$ cat src/rtl/mli_gate_pkg.sv
package mli_gate_pkg;
  typedef enum logic [1:0] {
    BAND_LO  = 2'd0,
    BAND_MID = 2'd1,
    BAND_HI  = 2'd2
  } band_e;

  typedef struct packed {
    logic ss1;
    logic ss2;
    logic s1;
    logic s2;
    logic s3;
    logic s4;
  } gate_t;

  localparam gate_t GATES_OFF = '{default: 1'b0};
endpackage

$ cat src/rtl/mli_pol_det.sv
module mli_pol_det #(
  parameter int VW = 12,
  parameter int HW = 6
) (
  input  logic                 clk,
  input  logic                 rst_n,
  input  logic                 load,
  input  logic signed [VW-1:0] v_grid,
  input  logic        [HW-1:0] hyst,
  output logic                 pos_q
);
  localparam int EW = VW + 2;

  logic signed [EW-1:0] v_s;
  logic signed [EW-1:0] h_s;
  logic                 pos_d;
  logic                 in_dead;

  always_comb begin
    v_s     = {{(EW-VW){v_grid[VW-1]}}, v_grid};
    h_s     = {{(EW-HW){1'b0}}, hyst};
    in_dead = (v_s >= -h_s) && (v_s <= h_s);
    if (pos_q) pos_d = !(v_s < -h_s);
    else       pos_d = (v_s > h_s);
  end

  always_ff @(posedge clk or negedge rst_n) begin
    if (!rst_n)    pos_q <= 1'b1;
    else if (load) pos_q <= pos_d;
  end

  // a sample inside the dead zone never flips polarity
  p_dead_zone_hold_r3: assert property (@(posedge clk) disable iff (!rst_n)
    (load && in_dead) |=> $stable(pos_q));
  // no strobe, no polarity change
  p_pol_needs_strobe_r5: assert property (@(posedge clk) disable iff (!rst_n)
    !load |=> $stable(pos_q));
endmodule

$ cat src/rtl/mli_band_det.sv
module mli_band_det
  import mli_gate_pkg::*;
#(
  parameter int VW = 12,
  parameter int HW = 6
) (
  input  logic                 clk,
  input  logic                 rst_n,
  input  logic                 load,
  input  logic signed [VW-1:0] v_grid,
  input  logic        [VW-1:0] v_cap,
  input  logic        [HW-1:0] hyst,
  output band_e                band_q
);
  localparam int EW = VW + 3;

  logic signed [EW-1:0] v_s, mag_s, h_s, t1_s, t2_s;
  logic                 above1, above2;
  band_e                band_d;

  always_comb begin
    v_s   = {{(EW-VW){v_grid[VW-1]}}, v_grid};
    mag_s = v_s[EW-1] ? -v_s : v_s;
    h_s   = {{(EW-HW){1'b0}}, hyst};
    t1_s  = {{(EW-VW+1){1'b0}}, v_cap[VW-1:1]};
    t2_s  = {{(EW-VW){1'b0}}, v_cap};
    if (band_q != BAND_LO) above1 = !(mag_s < t1_s - h_s);
    else                   above1 = (mag_s > t1_s + h_s);
    if (band_q == BAND_HI) above2 = !(mag_s < t2_s - h_s);
    else                   above2 = (mag_s > t2_s + h_s);
    if (above2)      band_d = BAND_HI;
    else if (above1) band_d = BAND_MID;
    else             band_d = BAND_LO;
  end

  always_ff @(posedge clk or negedge rst_n) begin
    if (!rst_n)    band_q <= BAND_LO;
    else if (load) band_q <= band_d;
  end

  // band only moves on a strobe
  p_band_needs_strobe_r5: assert property (@(posedge clk) disable iff (!rst_n)
    !load |=> $stable(band_q));
  // leaving the low band needs the full upward margin
  p_rise_margin_r4: assert property (@(posedge clk) disable iff (!rst_n)
    (load && band_q == BAND_LO && mag_s <= t1_s + h_s && mag_s <= t2_s + h_s)
      |=> band_q == BAND_LO);
endmodule

$ cat src/rtl/mli_gate_map.sv
module mli_gate_map
  import mli_gate_pkg::*;
(
  input  logic  clk,
  input  logic  rst_n,
  input  logic  en,
  input  logic  pos,
  input  band_e band,
  input  logic  pwm,
  output gate_t gate_q
);
  gate_t gate_d;

  always_comb begin
    gate_d = GATES_OFF;
    if (en) begin
      if (pos) begin
        gate_d.s4 = 1'b1;
        unique case (band)
          BAND_MID: begin gate_d.s1 = 1'b1; gate_d.ss2 = pwm; end
          BAND_HI:  begin gate_d.s1 = 1'b1; gate_d.ss2 = 1'b1; gate_d.ss1 = pwm; end
          default:  gate_d.s1 = pwm;
        endcase
      end else begin
        gate_d.s2 = 1'b1;
        unique case (band)
          BAND_MID: begin gate_d.s3 = 1'b1; gate_d.ss2 = pwm; end
          BAND_HI:  begin gate_d.s3 = 1'b1; gate_d.ss2 = 1'b1; gate_d.ss1 = pwm; end
          default:  gate_d.s3 = pwm;
        endcase
      end
    end
  end

  always_ff @(posedge clk or negedge rst_n) begin
    if (!rst_n) gate_q <= GATES_OFF;
    else        gate_q <= gate_d;
  end

  // disable clears every gate on the next edge
  p_off_when_idle_r2: assert property (@(posedge clk) disable iff (!rst_n)
    !en |=> gate_q == GATES_OFF);
  // one gate moves per cycle while the mode is fixed
  p_single_toggle_r11: assert property (@(posedge clk) disable iff (!rst_n)
    (en && $past(en) && (|gate_q) && $stable(pos) && $stable(band))
      |=> $countones(gate_q ^ $past(gate_q)) <= 1);
  // a bridge leg is never shorted
  p_leg_exclusive_r11: assert property (@(posedge clk) disable iff (!rst_n)
    !(gate_q.s1 && gate_q.s2) && !(gate_q.s3 && gate_q.s4));
endmodule

$ cat src/rtl/mli_gate_ctrl.sv
module mli_gate_ctrl
  import mli_gate_pkg::*;
#(
  parameter int VW = 12,
  parameter int HW = 6
) (
  input  logic                 clk,
  input  logic                 rst_n,
  input  logic                 en,
  input  logic                 carrier_strobe,
  input  logic signed [VW-1:0] v_grid,
  input  logic        [VW-1:0] v_cap,
  input  logic        [HW-1:0] hyst,
  input  logic                 pwm,
  output logic                 gate_ss1,
  output logic                 gate_ss2,
  output logic                 gate_s1,
  output logic                 gate_s2,
  output logic                 gate_s3,
  output logic                 gate_s4
);
  logic  pos_q;
  band_e band_q;
  gate_t gates;

  mli_pol_det #(.VW(VW), .HW(HW)) u_pol (
    .clk(clk), .rst_n(rst_n), .load(carrier_strobe),
    .v_grid(v_grid), .hyst(hyst), .pos_q(pos_q)
  );

  mli_band_det #(.VW(VW), .HW(HW)) u_band (
    .clk(clk), .rst_n(rst_n), .load(carrier_strobe),
    .v_grid(v_grid), .v_cap(v_cap), .hyst(hyst), .band_q(band_q)
  );

  mli_gate_map u_map (
    .clk(clk), .rst_n(rst_n), .en(en), .pos(pos_q),
    .band(band_q), .pwm(pwm), .gate_q(gates)
  );

  assign gate_ss1 = gates.ss1;
  assign gate_ss2 = gates.ss2;
  assign gate_s1  = gates.s1;
  assign gate_s2  = gates.s2;
  assign gate_s3  = gates.s3;
  assign gate_s4  = gates.s4;

  // reset state of the mode registers, seen once reset releases
  p_reset_mode_r1: assert property (@(posedge clk)
    !rst_n |=> (!rst_n || (pos_q && band_q == BAND_LO) || $past(carrier_strobe)));
endmodule

$ cat config.mk
export PLATFORM = sky130hd
export DESIGN_NAME = mli_gate_ctrl
export DESIGN_NICKNAME = d
export VERILOG_FILES = /design/src/rtl/mli_gate_pkg.sv /design/src/rtl/mli_pol_det.sv /design/src/rtl/mli_band_det.sv /design/src/rtl/mli_gate_map.sv /design/src/rtl/mli_gate_ctrl.sv
export SDC_FILE = /design/constraint.sdc
export NUM_CORES = 1
export LEC_CHECK = 0
export BUFFER_PORTS_ARGS = -buffer_cell sky130_fd_sc_hd__buf_2
export CAP_MARGIN = 5
export CORE_MARGIN = 2
export CORE_UTILIZATION = 55
export CTS_CLUSTER_DIAMETER = 120
export DETAILED_ROUTE_END_ITERATION = 8
export PLACE_DENSITY_LB_ADDON = 0.05
export SYNTH_ARGS = -nofsm -noshare
export SYNTH_HDL_FRONTEND = slang
export SYNTH_SLANG_ARGS = --single-unit
$ cat constraint.sdc
create_clock -name clk -period 1.7 [get_ports clk]
set_input_delay 0.34 -clock clk [delete_from_list [all_inputs] [get_ports clk]]
set_output_delay 0.34 -clock clk [all_outputs]
set_load 0.01 [all_outputs]
### Word level (Yosys, flattened, before mapping)

Cells that the tools add are included.

* add/subtract/negate cells: 6
* magnitude comparators: 6
* equality and inequality tests: 2
* mux-type cells: 13
* reductions and logical operators: 5

Operators with widths (count)
* $gt 15x15->1: 2
* $lt 15x15->1: 2
* $mux 15: 1
* $neg 12->15: 1
* $lt 12x14->1: 1
* $neg 6->14: 1
* $add 12x6->13: 1
* $sub 12x6->13: 1
* $add 11x6->12: 1
* $gt 12x7->1: 1
* $sub 11x6->12: 1
* $mux 1: 8
* $mux 6: 1
* $mux 2: 2
* $logic_not 1->1: 3
* $eq 2x1->1 const B: 1
* $eq 2x2->1 const B: 1
* $pmux 1 s2: 1
* $reduce_bool 2->1: 1
* $reduce_or 2->1: 1

* flip-flop bits (word level): 9
* bits of input ports: 35
* output and inout port bits: 6

### Longest topological paths before layout

Gate-level depths: netlist of the first run.

* word-level depth: 7
* mapped depth: 17

### Modules after synthesis

Synthesis of the first run repeated with hierarchy kept, for this count alone.

* cell total of the unflattened synthesis: 458
* area total of the unflattened synthesis: 3612.2 µm²

By module, submodules not included
* mli_band_det: instances 1, cells an instance 364, area each 2762.6 µm², seq. area each 50.0 µm²
* mli_pol_det: instances 1, cells an instance 76, area each 603.1 µm², seq. area each 26.3 µm²
* mli_gate_map: instances 1, cells an instance 18, area each 246.5 µm², seq. area each 150.1 µm²

### Worst setup path before layout of the first run

No wires, ideal clock.

* path kind: input port to flip-flop
* start point: input hyst[3]
* end point: register u_band.band_q[0]
* data arrival time: 3350 ps
* required time: 1604 ps
* path slack: -1746 ps
* stages: 15
* buffers on the path: 1
* cells stage by stage: clkbuf_1 inv_1 ha_1 inv_1 a21oi_1 o21ai_0 a21oi_1 nor2_1 xnor2_1 ha_1 nand4_1 nor4_1 a311oi_1 or4_4 o32ai_2

* word-level cells in the longest chain between the ends: 6
* elaborated cells on any way between the ends: 14
* those cells by class: 4 x add/sub; 4 x order compare; 4 x mux; 2 x reduce/logical

Ends and longest elaborated chain
* start: declaration: RTL line mli_gate_ctrl.sv:13 `input logic [HW-1:0] hyst,`
* $sub 11x6->12: RTL line mli_band_det.sv:27 `if (band_q != BAND_LO) above1 = !(mag_s < t1_s - h_s);`
* $lt 15x15->1: RTL line mli_band_det.sv:27
* $logic_not 1->1: RTL line mli_band_det.sv:27
* $mux 1: RTL line mli_band_det.sv:27
* $mux 1: RTL line mli_band_det.sv:32 `else if (above1) band_d = BAND_MID;`
* $mux 2 (*): RTL line mli_band_det.sv:31 `if (above2) band_d = BAND_HI;`
* end signal: assignment: RTL line mli_band_det.sv:38 `else if (load) band_q <= band_d;`
* end: declaration: RTL line mli_band_det.sv:13 `output band_e band_q`

Every way passes the cells marked *; elsewhere a longest branch is shown, timed or not.
A chain may end at the register's enable or synchronous reset.

### Final worst setup path of the first run

* start point: input v_grid[5]
* end point: register u_band.band_q[0]

* word-level cells in the longest chain between the ends: 7
* elaborated cells on any way between the ends: 12
* those cells by class: 1 x add/sub; 4 x order compare; 5 x mux; 2 x reduce/logical

Ends and longest elaborated chain
* start: declaration: RTL line mli_gate_ctrl.sv:11 `input logic signed [VW-1:0] v_grid,`
* $neg 12->15: RTL line mli_band_det.sv:23 `mag_s = v_s[EW-1] ? -v_s : v_s;`
* $mux 15 (*): RTL line mli_band_det.sv:23
* $lt 15x15->1: RTL line mli_band_det.sv:27
* $logic_not 1->1: RTL line mli_band_det.sv:27
* $mux 1: RTL line mli_band_det.sv:27
* $mux 1: RTL line mli_band_det.sv:32
* $mux 2 (*): RTL line mli_band_det.sv:31

Marked as above.

==> results.json, run 1 <==
{
  "synth_top_cell_by_area": "ha_1",
  "drtAntennaViolNets": 0,
  "area_growth_pct": 46.0,
  "cts_sinks": 9,
  "syn_avg_cell_area_um2": 7.93,
  "antenna_cells": 0,
  "drt_pass1_iterations": 4,
  "leakage_uw": 0.00260,
  "p_total_uw": 2530,
  "drc": 0,
  "syn_inst": 450,
  "mostFrequentLayoutCells": "131 x buf_4, 97 x ha_1, 37 x buf_2, 36 x xnor2_1, 34 x inv_1",
  "via_per_inst": 5.49,
  "ff2ff_path_depth": 5,
  "rsz0062_at_grt": "true",
  "nets": 766,
  "cp_max_fo": 3,
  "core-area_um2": 6310,
  "fillers": 431,
  "syn_area_um2": 3570,
  "ys_seq_elements": 9,
  "port_buffers": 40,
  "cpMaxStageDelayCell": "or4_4",
  "cts_max_path_buffers": 2,
  "hold_violations": 0,
  "yosysSeqAreaShare": 0.0634,
  "highest_layer": "met4",
  "final_common_cell": "buf_4",
  "cts_max_level": 1,
  "dr_wl_met3_um": 316,
  "grt_pass1_wl_um": 17200,
  "antenna_found_initial": 0,
  "drt-total-wl_um": 10200,
  "arrival_ns": 3.60,
  "yosys_warnings": 0,
  "gp_congestion": 0.863,
  "die_w_um": 84.6,
  "start_kind": "input port",
  "path_depth": 12,
  "netlist.area_leader.share": 0.358,
  "wl_met1_um": 4300,
  "grt_pass1_vias": 3955,
  "drv_cap": 0,
  "rows": 29,
  "setup_viol": 3,
  "grt_max_degree": 12,
  "clkLatencyLatePin_ns": 0.22,
  "violations": "setup timing",
  "finalWorstSetupSlack_ns": -1.78,
  "fmax_mhz": 288,
  "synthFlopType": "dfrtp_1",
  "routedWlPerCell_um": 14.6,
  "synth.area.top_cells": "ha_1 36%, xnor2_1 9.1%, dfrtp_1 5.6%, a21oi_1 4.6%, inv_1 4.1%",
  "pin_count": 41,
  "vias": 3848,
  "synth_compound_area_frac": 0.186,
  "path_class": "in -> reg",
  "design_area_um2": 5210,
  "globalRouteTotalUtil": 0.288,
  "crit_top_cell": "or3_4",
  "cpLargestDelayFamily": "simple AND/OR/NAND/NOR gates",
  "hold_path.class": "in -> reg",
  "place_area_um2": 4900,
  "peakVddDrop_uv": 818,
  "die_area_um2": 7150,
  "worstMarginPinSlew_ns": 0.528,
  "clk_pin_slew_ns": 0.04,
  "synth_mux_area_frac": 0.00315,
  "synth_xor_xnor_area_share": 0.120,
  "drv_slew": 0,
  "synth_top_family_by_area": "adder cells",
  "worstSetupEndpointType": "register",
  "synthAdderAreaFrac": 0.380,
  "powerDensity_nw_per_um2": 486,
  "worst-endpoint-required_ns": 1.83,
  "met2_length_um": 5400,
  "slew_headroom": 0.645,
  "outcome": "finished, violations left",
  "async_flop_share": 1.00,
  "fin_setup_tns_ns": -4.28,
  "drive_above_1_share": 0.353,
  "finalCritPeriodShare": 2.05,
  "cts_tree": "built",
  "path_cells": "buf_2, or3_4, or3_1, or3_4, nor4b_4, ha_1, nand2_1, a21oi_1, o21ai_1, a311oi_2, or4_4, o32ai_4",
  "finalClockSkew_ns": 0.000367,
  "cp_slowest_stage_delay_ns": 0.56,
  "cts_inserted_buffers": 3,
  "ys_types": 43,
  "path_buf_inv": 1,
  "min_period_ns": 3.48,
  "start_util": 0.565,
  "dp_hpwl_um": 8640,
  "die_height_um": 84.6,
  "synth-edff-count": 0,
  "drt_iter0_markers": 137,
  "rrSetupSlack_ns": -0.04,
  "root_buffer": "clkbuf_8",
  "hold_depth": 3,
  "synth-simple-area-share": 0.195,
  "grt-ovfl-total": 0
}
cell families (layout without fill, tap and decap cells):
group                    after synthesis  after routing
AND/OR/NAND/NOR                      130            130
adder cells (fa/ha/maj)              106            106
AO/OA/AOI/OAI                        106            106
XOR/XNOR                              49             49
buffers and inverters                 48            216
flip-flops                             9              9
other                                  1              7
multiplexers                           1              1
path summary, 6_finish.rpt:
| path | startpoint | end |
|---|---|---|
| min reg2reg | u_pol.pos_q | u_map.gate_q[2] |
| max in group asynchronous | rst_n | u_pol.pos_q |
| min | en | u_map.gate_q[4] |
| max reg2reg | u_band.band_q[0] | u_band.band_q[0] |
| min in group asynchronous | rst_n | u_band.band_q[1] |
| max | v_grid[5] | u_band.band_q[0] |
stage by stage:
step | cells | setup slack, ns | hold WS, ns | utilization
5_1_grt | 701 | -1.94 | 0.396 | 0.825
6_report | 701 | -1.78 | 0.380 | 0.825
3_3_place_gp | 686 | -2.00 | 0.194 | 0.777
4_1_cts | 697 | -1.68 | 0.376 | 0.802
3_5_place_dp | 686 | -2.05 | 0.195 | 0.777
2_1_floorplan | 456 | -1.62 | 0.0444 | -
cells in the mapped netlist, types with 8 or more instances:
cell type and instances:
nand3_1 19, dfrtp_1 8, xnor2_1 37, a21o_1 11, o21ai_0 24, inv_1 39, nor2b_1 9, nor2_1 21
ha_1 102, nor4_1 9, xor2_1 12, nand2_1 28, a21oi_1 33, nand4_1 8
area by class of cell:
cell class	count	area [µm²]	area share
multi-input cells	399	3440	0.660
repair buffers	173	1240	0.239
flip-flops and latches	9	226	0.0435
inverters	39	158	0.0303
well taps	77	96.3	0.0185
clock buffers	4	45.0	0.00864
metal layers:
layer,vias to the layer above,track usage
li1,1974,-
met1,1773,0.349
met2,82,0.545
met3,19,0.0147
met4,0,0.0808
met5,-,0
worst min-delay path, stage by stage:
cell	delay, ns
buf_2	0.12
nand2_1	0.06
nor2_1	0.04
flip-flops by register name, summed over array words and instances, names as in the netlist:
name	cells
u_map.gate_q	6
u_pol.pos_q	1
u_band.band_q	2
repair_timing:
item                                    in CTS  in global routing
hold endpoints to repair                     8                  0
setup buffers                                6                  4
resized for setup                           19                 24
endpoints found under the setup margin       3                  3
hold buffers                                 1                  0
pin swaps                                   23                 28
where the power goes:
group / internal [µW] / switching, µW / leakage (µW)
Combinational: 991 / 1000 / 0.00246
Sequential: 277 / 29.7 / 0.000114
Clock: 162 / 72.7 / 0.0000228
Total: 1430 / 1100 / 0.00260
(Power assumes the default switching activity.)
==> run 2, diff against run 1 <==
- BUFFER_PORTS_ARGS: -buffer_cell sky130_fd_sc_hd__buf_2 -> -buffer_cell sky130_fd_sc_hd__buf_4
==> results.json, run 2 (synthesis gave the netlist of run 1 again) <==
{
  "finalWorstSetupSlack_ns": -1.66,
  "path_buf_inv": 3,
  "worst-endpoint-required_ns": 1.83,
  "hold_violations": 0,
  "peakVddDrop_uv": 594,
  "seq_power_share": 0.122,
  "cts_max_path_buffers": 2,
  "start_util": 0.565,
  "gp_congestion": 0.922,
  "setup_viol": 3,
  "switching_share": 0.431,
  "via_per_inst": 5.51,
  "grt_pass1_wl_um": 17600,
  "cts_sinks": 9,
  "regMostFlops": "u_map.gate_q",
  "cpLargestDelayFamily": "compound AO/OA/AOI/OAI gates",
  "fillers": 417,
  "rsz0062_at_grt": "true",
  "clock_power_share": 0.092,
  "antenna_cells": 0,
  "die_height_um": 84.6,
  "port_buffers": 40,
  "arrival_ns": 3.49,
  "antenna_found_initial": 0,
  "final_cell_count_no_fill": 695,
  "nets": 760,
  "area_growth_pct": 47.6,
  "path_cells": "buf_4, clkinvlp_4, buf_4, fa_2, o21bai_1, a21oi_2, o21ai_2, a21oi_2, xor2_1, ha_1, nand4_1, a21oi_1, o31ai_2, a311oi_2, or4_4, o32ai_2",
  "outcome": "finished, violations left",
  "drc": 0,
  "finalClockSkew_ns": 0.00126,
  "cts_max_level": 1,
  "grt_pass1_vias": 3903,
  "cpMaxStageDelayCell": "or4_4",
  "root_buffer": "clkbuf_8",
  "grt-ovfl-total": 0,
  "mostFrequentLayoutCells": "162 x buf_4, 97 x ha_1, 36 x inv_1, 36 x xnor2_1, 25 x nand2_1",
  "rows": 29,
  "die_area_um2": 7150,
  "cp_slowest_stage_delay_ns": 0.57,
  "rrSetupSlack_ns": 0.01,
  "globalRouteTotalUtil": 0.294,
  "drtAntennaViolNets": 0,
  "path_class": "in -> reg",
  "fin_setup_tns_ns": -3.91,
  "drt_iter0_markers": 152,
  "drive_above_1_share": 0.350,
  "core-area_um2": 6310,
  "drv_slew": 0,
  "finalCritPeriodShare": 1.97,
  "routedWlPerCell_um": 14.9,
  "fin_util": 0.835,
  "worstSetupEndpointType": "register",
  "combPwrFrac": 0.786,
  "drv_cap": 0,
  "cp_max_fo": 4,
  "final_common_cell": "buf_4",
  "fmax_mhz": 298,
  "largest_reg_flops": 6,
  "clkLatencyLatePin_ns": 0.22,
  "die_w_um": 84.6,
  "min_period_ns": 3.36,
  "drt-total-wl_um": 10400,
  "power_switching_uw": 1100,
  "pin_count": 41,
  "clk_pin_slew_ns": 0.04,
  "cts_inserted_buffers": 3,
  "dp.cells": 686,
  "power.internal_uw": 1450,
  "top_regs": "u_map.gate_q: 6 flops, u_band.band_q: 2 flops, u_pol.pos_q: 1 flops",
  "drt_pass1_iterations": 4,
  "hold_path.class": "in -> reg",
  "preCtsSetupSlack_ns": -2.06,
  "start_kind": "input port",
  "powerDensity_nw_per_um2": 483,
  "violations": "setup timing",
  "leakage_uw": 0.00259,
  "grt_max_degree": 12,
  "vias": 3827,
  "dp_hpwl_um": 8880,
  "cts_tree": "built"
}
==> run 2: worst register-to-register path, delay by kind of cell, from the launching register on <==
kind                     cells  cell delay, ns
AND/OR/NAND/NOR              1            0.57
flip-flops                   1            0.37
adder cells (fa/ha/maj)      1            0.28
AO/OA/AOI/OAI                2            0.27
buffers and inverters        1            0.11
==> run 2: metal layers <==
metal  up-vias  track usage  wire [µm]
met4         0        0.108        357
met2        79        0.520       5090
met5         -            0          0
met1      1766        0.374       4620
met3        24       0.0197        291
li1       1958            -          -
==> run 2: metrics by stage <==
| stage | total power [µW] | cell area [µm²] | hold WS, ns |
|---|---|---|---|
| final | 2550 | 5270 | 0.349 |
| after global routing | 2790 | 5270 | 0.346 |
| after CTS | 2490 | 5200 | 0.342 |
| after detailed placement | 2170 | 4990 | 0.165 |
| after global placement | 2110 | 4990 | 0.164 |
| after floorplan | 1370 | 3700 | 0.0444 |
==> run 2: cell type report <==
type                            instances  area, µm²  share of cell area
Clock buffer                            4       45.0             0.00855
Inverter                               39        158              0.0299
Multi-Input combinational cell        399       3460               0.657
Sequential cell                         9        226              0.0430
Tap cell                               77       96.3              0.0183
Timing Repair Buffer                  167       1280               0.244
==> run 2: power by group through the flow <==
stage	Sequential [µW]	Clock (µW)	Combinational, µW
after floorplan	322	0	1050
after global placement	308	0	1800
after detailed placement	311	0	1860
after CTS	308	240	1940
after global routing	316	255	2220
final	310	235	2000
==> run 2: what timing repair did <==
| action | CTS | global route |
|---|---|---|
| setup endpoints to repair | 3 | 3 |
| pin swaps | 23 | 9 |
| hold endpoints to repair | 8 | 0 |
| buffers inserted | 3 | 1 |
| resized for setup | 24 | 18 |
| hold buffers | 1 | 0 |
==> run 2: worst paths after layout <==
kind | startpoint | to | depth (start not counted)
setup reg to reg | u_band.band_q[0] | u_band.band_q[0] | 5
hold / removal | carrier_strobe | u_band.band_q[0] | 2
max in group asynchronous | rst_n | u_pol.pos_q | 2
setup / recovery | v_cap[1] | u_band.band_q[0] | 16
min in group asynchronous | rst_n | u_band.band_q[1] | 2
hold reg to reg | u_band.band_q[1] | u_band.band_q[1] | 1
